==> config.mk <==
export PLATFORM = sky130hd
export DESIGN_NAME = cpu_countdown_timer
export DESIGN_NICKNAME = d
export VERILOG_FILES = /design/src/rtl/tmr_pkg.sv /design/src/rtl/tmr_bus.sv /design/src/rtl/tmr_prescale.sv /design/src/rtl/tmr_core.sv /design/src/rtl/cpu_countdown_timer.sv
export SDC_FILE = /design/constraint.sdc
export NUM_CORES = 1
export LEC_CHECK = 0
export BUFFER_PORTS_ARGS = -buffer_cell sky130_fd_sc_hd__buf_2
export CAP_MARGIN = 0
export CELL_PAD_IN_SITES_DETAIL_PLACEMENT = 1
export CELL_PAD_IN_SITES_GLOBAL_PLACEMENT = 1
export CORE_MARGIN = 1
export CORE_UTILIZATION = 39
export DETAILED_ROUTE_END_ITERATION = 7
export PLACE_DENSITY = 0.77
export SLEW_MARGIN = 15
export SYNTH_ARGS = -nofsm -noshare
export SYNTH_HDL_FRONTEND = slang
export SYNTH_SLANG_ARGS = --single-unit
==> constraint.sdc <==
create_clock -name clk -period 2.9 [get_ports clk]
set_input_delay 0.725 -clock clk [delete_from_list [all_inputs] [get_ports clk]]
set_output_delay 0.725 -clock clk [all_outputs]
set_load 0.005 [all_outputs]
==> src/rtl/tmr_pkg.sv <==
package tmr_pkg;
    typedef enum logic [1:0] {
        T_OFF  = 2'd0,
        T_PARK = 2'd1,
        T_RUN  = 2'd2
    } tmr_state_e;

    localparam logic [3:0] OFS_LOAD = 4'h0;
    localparam logic [3:0] OFS_CNT  = 4'h4;
    localparam logic [3:0] OFS_CTRL = 4'h8;
    localparam logic [3:0] OFS_STAT = 4'hC;
    localparam int unsigned PS_LSB  = 8;
endpackage

==> src/rtl/tmr_bus.sv <==
module tmr_bus
    import tmr_pkg::*;
#(
    parameter int unsigned DATA_W = 32,
    parameter int unsigned PS_W   = 8,
    parameter int unsigned ADDR_W = 4
) (
    input  logic              clk,
    input  logic              rst_n,
    input  logic              bus_wr,
    input  logic [ADDR_W-1:0] bus_addr,
    input  logic [DATA_W-1:0] bus_wdata,
    output logic [DATA_W-1:0] bus_rdata,
    input  logic [DATA_W-1:0] cnt_q,
    input  logic              stat_q,
    output logic [DATA_W-1:0] load_q,
    output logic              en_q,
    output logic              auto_q,
    output logic [PS_W-1:0]   presc_q,
    output logic              cnt_wr,
    output logic [DATA_W-1:0] cnt_wval,
    output logic              en_rise,
    output logic              rise_auto,
    output logic              en_next,
    output logic              stat_clr
);
    localparam int unsigned PS_MSB = PS_LSB + PS_W - 1;

    logic sel_load, sel_cnt, sel_ctrl, sel_stat;
    logic [DATA_W-1:0] ctrl_view;

    always_comb begin
        sel_load = bus_wr && (bus_addr == ADDR_W'(OFS_LOAD));
        sel_cnt  = bus_wr && (bus_addr == ADDR_W'(OFS_CNT));
        sel_ctrl = bus_wr && (bus_addr == ADDR_W'(OFS_CTRL));
        sel_stat = bus_wr && (bus_addr == ADDR_W'(OFS_STAT));
    end

    assign cnt_wr    = sel_load | sel_cnt;
    assign cnt_wval  = bus_wdata;
    assign en_rise   = sel_ctrl && bus_wdata[0] && !en_q;
    assign rise_auto = bus_wdata[1];
    assign en_next   = sel_ctrl ? bus_wdata[0] : en_q;
    assign stat_clr  = sel_stat && bus_wdata[0];

    always_ff @(posedge clk) begin
        if (!rst_n) begin
            load_q  <= '0;
            en_q    <= 1'b0;
            auto_q  <= 1'b0;
            presc_q <= '0;
        end else begin
            if (sel_load) begin
                load_q <= bus_wdata;
            end
            if (sel_ctrl) begin
                en_q    <= bus_wdata[0];
                auto_q  <= bus_wdata[1];
                presc_q <= bus_wdata[PS_MSB:PS_LSB];
            end
        end
    end

    always_comb begin
        ctrl_view                = '0;
        ctrl_view[0]             = en_q;
        ctrl_view[1]             = auto_q;
        ctrl_view[PS_MSB:PS_LSB] = presc_q;
    end

    always_comb begin
        case (bus_addr)
            ADDR_W'(OFS_LOAD): bus_rdata = load_q;
            ADDR_W'(OFS_CNT):  bus_rdata = en_q ? cnt_q : '0;
            ADDR_W'(OFS_CTRL): bus_rdata = ctrl_view;
            ADDR_W'(OFS_STAT): bus_rdata = {{(DATA_W-1){1'b0}}, stat_q};
            default:           bus_rdata = '0;
        endcase
    end

    // holes in the map read as zero
    assert_hole_reads_zero_R12: assert property (@(posedge clk) disable iff (!rst_n)
        (bus_addr[1:0] != 2'b00) |-> (bus_rdata == '0));

    // counter view is masked while stopped
    assert_stopped_read_zero_R10: assert property (@(posedge clk) disable iff (!rst_n)
        (!en_q && bus_addr == ADDR_W'(OFS_CNT)) |-> (bus_rdata == '0));
endmodule

==> src/rtl/tmr_prescale.sv <==
module tmr_prescale #(
    parameter int unsigned PS_W = 8
) (
    input  logic            clk,
    input  logic            rst_n,
    input  logic            run,
    input  logic            clr,
    input  logic [PS_W-1:0] presc,
    output logic            tick
);
    logic [PS_W-1:0] pcnt_q;

    assign tick = run && (pcnt_q >= presc);

    always_ff @(posedge clk) begin
        if (!rst_n) begin
            pcnt_q <= '0;
        end else if (clr || !run || tick) begin
            pcnt_q <= '0;
        end else begin
            pcnt_q <= pcnt_q + 1'b1;
        end
    end

    // a fresh restart never ticks before the phase counter advances past zero unless P is zero
    assert_restart_phase_R3: assert property (@(posedge clk) disable iff (!rst_n)
        $past(clr) |-> (pcnt_q == '0));
endmodule

==> src/rtl/tmr_core.sv <==
module tmr_core
    import tmr_pkg::*;
#(
    parameter int unsigned CNT_W = 32
) (
    input  logic             clk,
    input  logic             rst_n,
    input  logic             en_next,
    input  logic             auto_q,
    input  logic             rise_auto,
    input  logic [CNT_W-1:0] load_q,
    input  logic             cnt_wr,
    input  logic [CNT_W-1:0] cnt_wval,
    input  logic             en_rise,
    input  logic             stat_clr,
    input  logic             tick,
    output logic [CNT_W-1:0] cnt_q,
    output logic             stat_q,
    output logic             irq,
    output logic             run
);
    localparam logic [CNT_W-1:0] ONE = {{(CNT_W-1){1'b0}}, 1'b1};

    tmr_state_e st_q, st_d;
    logic [CNT_W-1:0] cnt_d;
    logic expire;
    logic stat_d;

    assign run = (st_q == T_RUN);

    always_comb begin
        cnt_d  = cnt_q;
        expire = 1'b0;
        unique case (st_q)
            T_RUN: begin
                if (tick) begin
                    if (cnt_q == ONE) begin
                        expire = 1'b1;
                        cnt_d  = auto_q ? load_q : '0;
                    end else begin
                        cnt_d = cnt_q - ONE;
                    end
                end
            end
            T_PARK, T_OFF: begin
                cnt_d = cnt_q;
            end
            default: begin
                cnt_d = cnt_q;
            end
        endcase
        if (cnt_wr) begin
            cnt_d = cnt_wval;
        end else if (en_rise && rise_auto && cnt_q == '0) begin
            cnt_d = load_q;
        end
        if (!en_next) begin
            st_d = T_OFF;
        end else if (cnt_d != '0) begin
            st_d = T_RUN;
        end else begin
            st_d = T_PARK;
        end
        stat_d = (stat_q & ~stat_clr) | expire;
    end

    always_ff @(posedge clk) begin
        if (!rst_n) begin
            st_q <= T_OFF;
        end else begin
            st_q <= st_d;
        end
    end

    always_ff @(posedge clk) begin
        if (!rst_n) begin
            cnt_q  <= '0;
            stat_q <= 1'b0;
            irq    <= 1'b0;
        end else begin
            cnt_q  <= cnt_d;
            stat_q <= stat_d;
            irq    <= stat_d & ~stat_q;
        end
    end

    // pulse only on a fresh flag rise
    assert_irq_on_rise_R8: assert property (@(posedge clk) disable iff (!rst_n)
        irq |-> (stat_q && !$past(stat_q)));

    // each tick in RUN above one steps the count down by exactly one
    assert_single_step_R3: assert property (@(posedge clk) disable iff (!rst_n)
        (st_q == T_RUN && tick && cnt_q > ONE && !cnt_wr) |=> (cnt_q == $past(cnt_q) - ONE));

    // single-mode expiry parks at zero with the flag set
    assert_oneshot_parks_R5: assert property (@(posedge clk) disable iff (!rst_n)
        (st_q == T_RUN && tick && cnt_q == ONE && !auto_q && !cnt_wr) |=> (cnt_q == '0 && stat_q));

    // outside RUN the count only moves by a bus write or a refill on rise
    assert_idle_holds_R10: assert property (@(posedge clk) disable iff (!rst_n)
        (st_q != T_RUN && !cnt_wr && !en_rise) |=> $stable(cnt_q));

    // a parked timer never raises the flag by itself
    assert_park_no_flag_R11: assert property (@(posedge clk) disable iff (!rst_n)
        (st_q == T_PARK && !stat_q) |=> !stat_q);
endmodule

==> src/rtl/cpu_countdown_timer.sv <==
module cpu_countdown_timer #(
    parameter int unsigned DATA_W = 32,
    parameter int unsigned PS_W   = 8,
    parameter int unsigned ADDR_W = 4
) (
    input  logic              clk,
    input  logic              rst_n,
    input  logic              bus_wr,
    input  logic [ADDR_W-1:0] bus_addr,
    input  logic [DATA_W-1:0] bus_wdata,
    output logic [DATA_W-1:0] bus_rdata,
    output logic              irq
);
    logic [DATA_W-1:0] cnt_q, load_q, cnt_wval;
    logic              stat_q, en_q, auto_q;
    logic [PS_W-1:0]   presc_q;
    logic              cnt_wr, en_rise, rise_auto, en_next, stat_clr;
    logic              run, tick;

    tmr_bus #(.DATA_W(DATA_W), .PS_W(PS_W), .ADDR_W(ADDR_W)) u_bus (
        .clk       (clk),
        .rst_n     (rst_n),
        .bus_wr    (bus_wr),
        .bus_addr  (bus_addr),
        .bus_wdata (bus_wdata),
        .bus_rdata (bus_rdata),
        .cnt_q     (cnt_q),
        .stat_q    (stat_q),
        .load_q    (load_q),
        .en_q      (en_q),
        .auto_q    (auto_q),
        .presc_q   (presc_q),
        .cnt_wr    (cnt_wr),
        .cnt_wval  (cnt_wval),
        .en_rise   (en_rise),
        .rise_auto (rise_auto),
        .en_next   (en_next),
        .stat_clr  (stat_clr)
    );

    tmr_prescale #(.PS_W(PS_W)) u_ps (
        .clk   (clk),
        .rst_n (rst_n),
        .run   (run),
        .clr   (cnt_wr | en_rise),
        .presc (presc_q),
        .tick  (tick)
    );

    tmr_core #(.CNT_W(DATA_W)) u_core (
        .clk       (clk),
        .rst_n     (rst_n),
        .en_next   (en_next),
        .auto_q    (auto_q),
        .rise_auto (rise_auto),
        .load_q    (load_q),
        .cnt_wr    (cnt_wr),
        .cnt_wval  (cnt_wval),
        .en_rise   (en_rise),
        .stat_clr  (stat_clr),
        .tick      (tick),
        .cnt_q     (cnt_q),
        .stat_q    (stat_q),
        .irq       (irq),
        .run       (run)
    );
endmodule

* Word level (Yosys, flattened, before mapping) *
Index checks and enable logic that the tools add are counted.

cells by class
  mux-type cells = 13
  reductions and logical operators = 19
  $add $sub $neg = 2
  $lt $le $gt $ge = 1
  eq/ne operators = 5
  bitwise operators = 8

operators with widths
  cell                   number
  $mux 32                7
  $pmux 32 s4            1
  $eq 32x1->1 const B    1
  $logic_not 32->1       1
  $reduce_bool 32->1     1
  $sub 32x1->32 const B  1
  $logic_and 1x1->1      10
  $add 8x1->8 const B    1
  $eq 4x4->1 const B     2
  $ge 8x8->1             1
  $eq 4x3->1 const B     1
  $logic_not 4->1        1
  $mux 1                 4
  $not 1->1              3
  $or 1x1->1             3
  $and 1x1->1            2
  $eq 2x2->1 const B     1
  $logic_not 1->1        2
  $logic_or 1x1->1       2
  $mux 2                 1
  $reduce_and 2->1       1
  $reduce_or 2->1        1

word-level totals
  logic and storage cells = 57
  register bits = 86
  output and inout bits = 33

* Longest topological paths before layout *
Gate-level depths: netlist (run 1).

  depth after elaboration = 10
  gate-level depth with buffers = 14
  mapped depth without buffers = 11

* Hierarchy *
From an unflattened synthesis (run 1), not the netlist that was laid out.

unflattened totals
  cells, all modules = 713
  area, all modules = 5736.8 sq um

modules (own cells, without submodules)
  module               sequential area each (sq um)  times used  area an instance (sq um)  cells each
  tmr_core             720.7                         1           2781.4                    374
  tmr_bus              840.8                         1           2406.1                    278
  tmr_prescale         160.2                         1           543.0                     60
  cpu_countdown_timer  0.0                           1           6.3                       1

* Worst setup path before layout (run 1) *
OpenSTA, ideal clock, no wires.

  path kind = input -> register
  start = in bus_addr[2]
  end = reg u_core.st_q[0]
  required time = 2.839 ns
  arrival = 2.803 ns
  slack = 0.036 ns
  stages = 11
  cell sequence = clkbuf_1 -> nor4b_1 -> nor3b_4 -> and4_1 -> buf_6 -> nor2_4 -> o211a_1 -> nor4_1 -> nand4_1 -> nor4_2 -> and4_1

between the ends
  longest elaborated chain between the ends = 10
  elaborated cells between the ends (all ways) = 17

RTL lines
  element                          RTL line                  source
  from (decl)                      cpu_countdown_timer.sv:9  input logic [ADDR_W-1:0] bus_addr,
  $eq 4x4->1                       tmr_bus.sv:35             sel_ctrl = bus_wr && (bus_addr == ADDR_W'(OFS_CTRL));
  $logic_and 1x1->1                tmr_bus.sv:35
  $logic_and 1x1->1 (2 in series)  tmr_bus.sv:41             assign en_rise = sel_ctrl && bus_wdata[0] && !en_q;
  $logic_and 1x1->1 (2 in series)  tmr_core.sv:54            end else if (en_rise && rise_auto && cnt_q == '0) begin
  $mux 32                          tmr_core.sv:54
  $mux 32                          tmr_core.sv:52            if (cnt_wr) begin
  $reduce_bool 32->1               tmr_core.sv:59            end else if (cnt_d != '0) begin
  $mux 2                           tmr_core.sv:59
  to (signal assigned)             tmr_core.sv:71            st_q <= st_d;
  to (decl)                        tmr_core.sv:24            tmr_state_e st_q, st_d;

Parallel ways exist; a longest one is shown, timed or not.
A chain may end at the register's enable or synchronous reset.

* Worst setup path in the final report (run 1) *
  start = reg u_bus.presc_q[6]
  end = reg u_core.st_q[0]

between the ends
  longest elaborated chain between the ends = 8

RTL lines
  element                 RTL line            source
  from (decl)             tmr_bus.sv:19       output logic [PS_W-1:0] presc_q,
  from (signal assigned)  tmr_bus.sv:59       presc_q <= bus_wdata[PS_MSB:PS_LSB];
  $ge 8x8->1              tmr_prescale.sv:13  assign tick = run && (pcnt_q >= presc);
  $logic_and 1x1->1       tmr_prescale.sv:13
  $mux 32                 tmr_core.sv:36      if (tick) begin
  $mux 32                 tmr_core.sv:34      unique case (st_q)
  $mux 32                 tmr_core.sv:54
  $mux 32                 tmr_core.sv:52
  $reduce_bool 32->1      tmr_core.sv:59
  $mux 2                  tmr_core.sv:59

No other way between the ends.

==> results of run 1 <==
==> layer usage <==
layer  GRT usage, %  routed length, microns  part of all wire, %  vias up
met5              0                       0                    0        -
met4           22.2                    1370                  4.5        0
met3           6.46                    2350                  7.8      113
met2           64.0                   14300                   47      423
met1           50.1                   12300                   40     3789
li1               -                       -                    -     3221
==> worst max path at each step <==
| stage | from | endpoint | slack (ns) |
|---|---|---|---|
| 2_1_floorplan | bus_addr[2] | u_core.st_q[0] | 0.04 |
| 3_3_place_gp | u_ps.pcnt_q[0] | u_core.st_q[0] | -0.23 |
| 3_5_place_dp | u_ps.pcnt_q[0] | u_core.st_q[0] | -0.30 |
| 4_1_cts | u_ps.pcnt_q[0] | u_core.st_q[0] | -0.04 |
| 5_1_grt | u_bus.presc_q[7] | u_core.st_q[0] | -0.32 |
| 6_report | u_bus.presc_q[6] | u_core.st_q[0] | -0.24 |
==> repair_timing <==
action                                  CTS  global route
hold buffers                              0             0
endpoints found under the hold margin     0             0
pin swaps                                27            14
cloned                                    0             0
gates resized for setup                  48            35
buffers inserted                         21            11
endpoints found under the setup margin    3            23
==> layout by cell type, fill, tap and decap left out, types with 15 or more instances in the layout <==
master	n
a21oi_1	56
a22o_1	27
a31oi_1	16
buf_2	71
buf_4	185
dfxtp_1	79
inv_1	26
nand2_1	121
nand3_1	27
nand4_1	15
nor2_1	64
nor3_1	19
o21ai_0	22
==> worst min-delay path: stages (launching register included) <==
cell and delay [ns]:
dfxtp_1 0.32, nand2_1 0.06, a21oi_1 0.06
==> through the flow <==
stage | power (mW) | utilization [%] | hold slack, ns | setup WS [ns]
after global placement | 2.12 | 52.2 | 0.430 | -0.231
after detailed placement | 2.14 | 52.2 | 0.472 | -0.298
after floorplan | 1.69 | - | 0.423 | 0.0364
after CTS | 3.57 | 57.4 | 0.482 | -0.0425
after global routing | 3.80 | 59.3 | 0.500 | -0.319
final | 3.71 | 59.3 | 0.483 | -0.237
==> cell families (layout without fill, tap and decap cells) <==
logic type	Yosys count	in the layout	synth area share, %
fa+ha+maj	11	11	2.43
buf+inv	85	320	7.56
compound gates	227	227	28.2
mux	6	6	1.11
xor+xnor	11	11	1.70
flops	86	86	30.4
simple gates	318	318	28.6
==> sequential cells by signal (all words and copies together), names as in the netlist, 2 cells and up <==
register and cells:
u_ps.pcnt_q 8, u_bus.presc_q 8, u_bus.load_q 32, u_core.cnt_q 32
u_core.st_q 2
==> layout make-up <==
type                    count  share of cell area, %
clock buffers               9                   2.70
clock inverters             7                   1.46
inverters                  30                   1.35
multi-input cells         573                   46.6
flip-flops and latches     86                   20.8
well taps                 180                   2.70
repair buffers            274                   24.4
==> power by group <==
part | internal, mW | switching, mW
registers | 1.21 | 0.0279
logic | 0.456 | 0.609
clock network | 0.847 | 0.569
total | 2.51 | 1.21
==> impl_metrics.toml, run 1 <==
[setup_path]
slowest_stage = "dfxtp_2"
crit_chain = "inv_2, ha_4, and3_4, nand3_4, buf_4, buf_4, o32ai_4, buf_12, buf_4, nand4_1, a31o_1, a21oi_1, nand4_1, nor3_2, and4_1"
regToRegEndpoint = "u_core.st_q[0]"
rrSetupSlack_ns = -0.24
worstSetupPathDepth = 15
r2r_start = "u_bus.presc_q[6]"
crit_fanout = 13
critPathMaxStageDelay_ns = 0.35
end_kind = "register"
crit_family = "simple AND/OR/NAND/NOR gates"
cp_data_required_time_ns = 3.21
cp_common_cell = "buf_4"
worst-r2r-cell-count = 15
cp_num_buf_inv = 5
path_class = "register to register"
crit_arrival_ns = 3.45
startpoint_type = "register"

[clock_network]
clock_sink_count = 86
clockBufferDepth = 2
cts_tree = "built"
cts_root_buf = "clkbuf_16"
h-tree-depth = 3
path_clk_slew_ns = 0.07
cts_buffers = 9
clk_latency_ns = 0.38

[finish]
stdcell_count = 1159
n_fill_cell = 1742
multi_input_area_sq_mm = 0.00388
regArea_sq_mm = 0.00173
drive_gt1_share_pct = 38.6
diodes = 0
postLayoutCellArea_sq_mm = 0.00833
nets = 1024
area_delta_synth_final_pct = 47.2

[die]
io_pins = 72
dieArea_sq_mm = 0.0150
rows = 43
start_util_pct = 40.3
core_area_sq_mm = 0.0140
die_x_microns = 122
die_y_microns = 122

[logic_synthesis]
yosys.area.top_type = "dfxtp_1"
yosys_register_bits = 86
syn_inst = 744
synth-main-ff-cell = "dfxtp_1"
synth.most_common_cell = "nand2_1"
async_reset_ff_share_pct = 0
yosysWarnings = 0
syn-cell-area_sq_mm = 0.00566
seq_area_frac_synth_pct = 30.4
synth_top_area_share_pct = 30.4
synth_cell_types = 78
synth-edff-count = 0
yosys-top-cells-area = "dfxtp_1, nand2_1, a21oi_1"
ys_top_cells_by_count = "nand2_1, dfxtp_1, nor2_1"
synth_nets = 794
postSynthAreaPerCell_sq_um = 7.60

[timing]
hold_viol_final = 0
fin_crit_sh_pct = 108
finalSetupViolations = 4
fmax_mhz = 319
drv_slew = 0
fin_setup_tns_ns = -0.727
fin_crit_ns = 3.14
worst_pin_slew_ns = 0.528
fin_ws_ns = -0.237
fin_skew_ns = 0.0148
rsz0062_at_grt = "yes"
max_slew_margin_pct = 64.5

[place]
hpwl_microns = 19700
dpl-instance-area_sq_mm = 0.00733
dp_cells = 1113
io_buffers = 71
gp_congestion = 1.04

[power]
p_leak_nw = 3.54
ir_drop_mv = 0.347
cellPowerDensity_mw_per_mm2 = 446

[route]
ant_nets = 0
num_vias = 7546
drt_first_pass_iters = 5
drtIter0Drc = 786
avgViaCountPerCell = 6.51
drc = 0
wl_per_cell_microns = 26.2
totalWireLength_microns = 30300

[global_route]
gr-total-overflow = 0
grt_pass1_vias = 7538
grt_antenna_before_repair = 0
grt_pass1_wl_microns = 44100
track_usage_pct = 39.6
grt_max_degree = 32

[outcome]
violations = "setup timing"
status = "complete, but fails checks"

[hold_path]
hp-start = "u_bus.load_q[29]"
holdPathEnd = "u_bus.load_q[29]"
hold_path.class = "register to register"
holdPathStages = 2

[flow_run]
drv_cap = 0
Note: power is estimated with default switching activity, not from simulation.
==> inputs of run 2 (changes only) <==
--- a/config.mk
+++ b/config.mk
@@ -5,13 +5,14 @@
 export SDC_FILE = /design/constraint.sdc
 export NUM_CORES = 1
 export LEC_CHECK = 0
-export BUFFER_PORTS_ARGS = -buffer_cell sky130_fd_sc_hd__buf_2
+export BUFFER_PORTS_ARGS = -buffer_cell sky130_fd_sc_hd__clkbuf_2
 export CAP_MARGIN = 0
 export CELL_PAD_IN_SITES_DETAIL_PLACEMENT = 1
 export CELL_PAD_IN_SITES_GLOBAL_PLACEMENT = 1
 export CORE_MARGIN = 1
 export CORE_UTILIZATION = 39
 export DETAILED_ROUTE_END_ITERATION = 7
+export MAX_ROUTING_LAYER = met4
 export PLACE_DENSITY = 0.77
 export SLEW_MARGIN = 15
 export SYNTH_ARGS = -nofsm -noshare
==> impl_metrics.toml, run 2 (same netlist as run 1, synthesis figures left out) <==
[route]
num_vias = 7312
wl_met3_microns = 1790
highest_layer = "met4"
wl_met1_microns = 12300
drc = 0
ant_nets = 0
avgViaCountPerCell = 6.35
totalWireLength_microns = 29000
wl_met2_microns = 13600
drtIter0Drc = 525
wl_per_cell_microns = 25.2
drt_first_pass_iters = 5

[power]
cellPowerDensity_mw_per_mm2 = 434
ir_drop_mv = 0.295
total_power_mw = 3.63
p_leak_nw = 3.51

[finish]
nets = 1017
diodes = 0
post-route-util_pct = 59.6
reg.largest.list = "u_bus.load_q: 32 flops, u_core.cnt_q: 32 flops"
area_delta_synth_final_pct = 47.9
drive_gt1_share_pct = 39.3
layout.cells.most_common = "buf_4"
final_cell_mix = "buf_4, nand2_1, dfxtp_1, clkbuf_2, nor2_1"

[global_route]
grt_pass1_wl_microns = 42100
gr-total-overflow = 0
grt_antenna_before_repair = 0
grt_max_degree = 40
grt_pass1_vias = 7326
track_usage_pct = 38.9

[die]
start_util_pct = 40.3
rows = 43
die_y_microns = 122
dieArea_sq_mm = 0.0150
die_x_microns = 122
core_area_sq_mm = 0.0140
io_pins = 72

[clock_network]
path_clk_slew_ns = 0.07
cts_buffers = 9
clk_latency_ns = 0.36
cts_root_buf = "clkbuf_16"
h-tree-depth = 3
hold_buffers = 0
cts_tree = "built"
clock_sink_count = 86
clockBufferDepth = 2

[timing]
max_slew_margin_pct = 50.8
drv_slew = 0
fin_crit_ns = 3.09
fin_skew_ns = 0.00599
fin_crit_sh_pct = 107
worst_pin_slew_ns = 0.737
fin_ws_ns = -0.190
fmax_mhz = 324
hold_viol_final = 0
rsz0062_at_grt = "yes"
finalSetupViolations = 2
fin_setup_tns_ns = -0.352

[setup_path]
worst-r2r-cell-count = 10
crit_fanout = 7
path_class = "register to register"
r2r_start = "u_core.st_q[1]"
worstSetupPathDepth = 10
crit_arrival_ns = 3.39
regToRegEndpoint = "u_core.st_q[0]"
cp_num_buf_inv = 1
rrSetupSlack_ns = -0.19
startpoint_type = "register"
crit_chain = "nor2b_1, nand3_4, o32a_4, buf_12, o31a_1, a211oi_2, a2bb2oi_2, nand4_1, nor3_2, and4_1"
crit_family = "compound AO/OA/AOI/OAI gates"
critPathMaxStageDelay_ns = 0.48
slowest_stage = "o32a_4"
end_kind = "register"
cp_data_required_time_ns = 3.20

[hold_path]
hold_path.class = "register to register"
holdPathEnd = "u_bus.load_q[29]"
hp-start = "u_bus.load_q[29]"
holdPathStages = 2

[place]
io_buffers = 71
hpwl_microns = 19700
gp_congestion = 0.968

[outcome]
violations = "setup timing"
status = "complete, but fails checks"

[flow_run]
drv_cap = 0
run 2: cell count changes in the layout (fill, tap and decap cells not counted), moves of 4 or more:
cell,previous run,this run
buf_2,71,0
o21ai_1,6,11
buf_4,185,176
buf_6,7,11
clkbuf_2,0,71
a22oi_2,1,5
a22oi_1,9,5
o21ai_0,22,17
run 2: worst max-delay path by stage:
stage                          end      startpoint  slack [ns]
global placement    u_core.st_q[0]     bus_addr[1]       -0.23
CTS                 u_core.st_q[0]  u_ps.pcnt_q[0]       -0.03
global route        u_core.st_q[0]  u_core.st_q[1]       -0.19
floorplan           u_core.st_q[0]     bus_addr[2]        0.04
detailed placement  u_core.st_q[0]     bus_addr[1]       -0.30
finish              u_core.st_q[0]  u_core.st_q[1]       -0.19
run 2: power breakdown:
part,leakage [nW],switching [mW],internal [mW]
Combinational,2.65,0.603,0.455
Clock,0.156,0.555,0.786
Sequential,0.698,0.0282,1.21
run 2: layout make-up:
cell class,count,area [sq um]
Clock inverter,6,92.6
Multi-Input combinational cell,573,3980
Sequential cell,86,1730
Inverter,30,113
Fill cell,1690,5670
Clock buffer,10,239
Timing Repair Buffer,267,1990
Tap cell,180,225
run 2: what timing repair did:
action / in CTS / in global routing
pin swaps: 38 / 25
endpoints found under the setup margin: 2 / 7
gates cloned: 1 / 1
buffers inserted: 19 / 4
hold endpoints to repair: 0 / 0
gates resized for setup: 63 / 37
run 2: metrics by stage:
step | setup WS (ns) | cell area [sq um] | hold WS (ns) | instances
floorplan | 0.0364 | 5660 | 0.423 | 744
global placement | -0.232 | 7350 | 0.434 | 1115
detailed placement | -0.302 | 7350 | 0.466 | 1115
CTS | -0.0273 | 8130 | 0.486 | 1149
global route | -0.194 | 8370 | 0.500 | 1152
finish | -0.190 | 8370 | 0.481 | 1152
run 2: tightest hold or removal path: cells and delay by family, from the launching register on:
kind	cells	cell delay, ns
AO/OA/AOI/OAI	1	0.05
flip-flops	1	0.32
AND/OR/NAND/NOR	1	0.06
run 2: routing by layer:
| layer | vias up | GRT usage [%] |
|---|---|---|
| met5 | - | - |
| met4 | 0 | 17.2 |
| met3 | 110 | 6.18 |
| met2 | 376 | 62.1 |
| met1 | 3618 | 48.1 |
| li1 | 3208 | - |
==> inputs of run 3 (changes only) <==
--- a/config.mk
+++ b/config.mk
@@ -10,11 +10,12 @@
 export CELL_PAD_IN_SITES_DETAIL_PLACEMENT = 1
 export CELL_PAD_IN_SITES_GLOBAL_PLACEMENT = 1
 export CORE_MARGIN = 1
-export CORE_UTILIZATION = 39
+export CORE_UTILIZATION = 40
 export DETAILED_ROUTE_END_ITERATION = 7
 export MAX_ROUTING_LAYER = met4
-export PLACE_DENSITY = 0.77
+export PLACE_DENSITY = 0.78
 export SLEW_MARGIN = 15
 export SYNTH_ARGS = -nofsm -noshare
 export SYNTH_HDL_FRONTEND = slang
+export SYNTH_HIERARCHICAL = 1
 export SYNTH_SLANG_ARGS = --single-unit
==> impl_metrics.toml, run 3 <==
[outcome]
status = "complete, but fails checks"
violations = "setup timing"

[power]
p_leak_nw = 3.92
cellPowerDensity_mw_per_mm2 = 364
p_clk_share_pct = 39.1
ir_drop_mv = 0.320
p_sw_mw = 1.08
swShare_pct = 33.0
internal-power_mw = 2.20
p_comb_share_pct = 23.7
p_seq_share_pct = 37.2
total_power_mw = 3.28

[setup_path]
rrSetupSlack_ns = -1.53
worst-r2r-cell-count = 17
end_kind = "register"
path_class = "register to register"
cp_data_required_time_ns = 3.16
r2r_start = "u_ps/pcnt_q[0]"
regToRegEndpoint = "u_core/st_q[1]"
crit_arrival_ns = 4.69
startpoint_type = "register"
crit_fanout = 3

[route]
drc = 0
drtIter0Drc = 913
num_vias = 7439
drt_first_pass_iters = 7
avgViaCountPerCell = 6.54
wl_per_cell_microns = 29.2
totalWireLength_microns = 33300
ant_nets = 0

[logic_synthesis]
synth_top_area_share_pct = 30.0
yosys-top-cells-area = "dfxtp_1, mux2i_1, nand2_1"
postSynthAreaPerCell_sq_um = 8.05
synth_cell_types = 79
synth-compound-area-share_pct = 18.7
synth.most_common_cell = "nand2_1"
async_reset_ff_share_pct = 0
synth-edff-count = 0
ys_top_cells_by_count = "nand2_1, dfxtp_1, nor2_1"
seq_area_frac_synth_pct = 30.0
syn_inst = 713
synth-main-ff-cell = "dfxtp_1"
synth_xor_area_share_pct = 3.97
yosys_register_bits = 86
yosys.area.top_type = "dfxtp_1"
synth_fa_ha_area_share_pct = 2.40
synth-simple-area-share_pct = 28.0
syn-cell-area_sq_mm = 0.00574
synth_nets = 763
synth_top_family_by_area = "simple AND/OR/NAND/NOR gates"
synthMuxAreaShare_pct = 8.57
yosysWarnings = 6

[finish]
reg.largest.list = "u_bus/load_q: 32 flops, u_core/cnt_q: 32 flops"
nets = 1001
drive_gt1_share_pct = 48.1
area_delta_synth_final_pct = 57.1
layout.cells.most_common = "buf_4"
final_cell_mix = "buf_4, nand2_1, dfxtp_1, clkbuf_2, mux2i_1"

[hold_path]
holdPathStages = 2
holdPathEnd = "u_bus/load_q[22]"
hold_path.class = "register to register"
hp-start = "u_bus/load_q[22]"

[global_route]
track_usage_pct = 39.5
grt_pass1_vias = 7242
grt_max_degree = 52
grt_antenna_before_repair = 1
gr-total-overflow = 0
grt_pass1_wl_microns = 42100

[flow_run]
drv_cap = 0

[timing]
fin_ws_ns = -1.53
fin_crit_sh_pct = 153
worst_pin_slew_ns = 0.803
fmax_mhz = 226
fin_skew_ns = 0.0135
fin_crit_ns = 4.43
max_slew_margin_pct = 46.3
finalSetupViolations = 35
rsz0062_at_grt = "yes"
hold_viol_final = 0
drv_slew = 0

[die]
io_pins = 72
dieArea_sq_mm = 0.0148
die_x_microns = 122
core_area_sq_mm = 0.0139
rows = 43
start_util_pct = 41.2
die_y_microns = 122

[place]
gp_congestion = 0.983
hpwl_microns = 19500
place_ws_ns = -1.58
io_buffers = 71

[clock_network]
path_clk_slew_ns = 0.08
cts_tree = "built"
cts_buffers = 9
hold_buffers = 0
clockBufferDepth = 2
h-tree-depth = 3
cts_root_buf = "clkbuf_16"
clock_sink_count = 86
clk_latency_ns = 0.37
==> run 3: cell type report <==
type | instances | area, sq um
multi-input cells | 538 | 4370
well taps | 180 | 225
repair buffers | 303 | 2330
flip-flops and latches | 86 | 1730
inverters | 13 | 48.8
clock buffers | 9 | 225
clock inverters | 7 | 85.1
diodes | 1 | 2.50
fillers | 1599 | 4920
==> run 3: power by group through the flow <==
stage / clock network [mW] / logic (mW) / registers [mW]
after floorplan: 0 / 0.288 / 1.24
after global placement: 0 / 0.574 / 1.24
after detailed placement: 0 / 0.588 / 1.24
after CTS: 1.26 / 0.661 / 1.22
after global routing: 1.33 / 0.789 / 1.22
final: 1.28 / 0.777 / 1.22
==> run 3: cell families (layout without fill, tap and decap cells) <==
family | after synthesis | after routing
and+or+nand+nor | 313 | 313
AOI/OAI and AO/OA | 139 | 139
buffers and inverters | 89 | 332
DFF | 86 | 86
muxes | 49 | 49
xor gates and xnor gates | 26 | 26
adders and majority gates | 11 | 11
other | 0 | 1
==> run 3: worst max-delay path, cell delays in order (launching register included) <==
cell,delay (ns)
dfxtp_2,0.37
inv_2,0.05
ha_4,0.26
nand2b_4,0.13
a21oi_4,0.06
or3_4,0.42
a21boi_4,0.20
and3b_2,0.27
buf_6,0.11
nand4_1,0.15
buf_4,0.21
nor4b_4,0.24
buf_4,0.17
xor2_2,0.08
or4_4,0.53
o31ai_4,0.19
or4b_4,0.51
o311a_1,0.36
==> run 3: timing repair <==
action | in CTS | in global routing
hold endpoints to repair | 0 | 0
resized for setup | 109 | 88
setup buffers | 26 | 37
gates cloned | 0 | 0
pin swaps | 40 | 56
endpoints found under the setup margin | 34 | 42
==> run 3: through the flow <==
stage | hold WS (ns) | setup TNS, ns | utilization [%] | std cells | cell area [sq um]
6_report | 0.497 | -18.47 | 64.7 | 1137 | 9010
5_1_grt | 0.519 | -19.54 | 64.7 | 1137 | 9010
4_1_cts | 0.472 | -9.17 | 60.2 | 1115 | 8390
3_5_place_dp | 0.460 | -18.22 | 53.2 | 1073 | 7410
3_3_place_gp | 0.446 | -14.54 | 53.2 | 1073 | 7410
2_1_floorplan | 0.424 | -6.10 | - | 713 | 5820
==> run 3: worst max-delay path by stage <==
stage,from,end,slack (ns)
after floorplan,bus_addr[1],u_core/st_q[1],-1.18
after global placement,u_bus/presc_q[3],u_core/st_q[1],-1.46
after detailed placement,u_bus/presc_q[4],u_core/st_q[1],-1.58
after CTS,u_bus/presc_q[3],u_core/st_q[1],-1.21
after global routing,u_ps/pcnt_q[0],u_core/st_q[0],-1.60
final,u_ps/pcnt_q[0],u_core/st_q[1],-1.53
==> run 3: routing by layer <==
layer  GRT usage [%]  wire length [microns]  up-vias
li1                -                      -     3041
met2            64.8                  15500      531
met3            7.87                   2700      208
met5               -                      0        -
met1            44.8                  12600     3659
met4            22.4                   2490        0
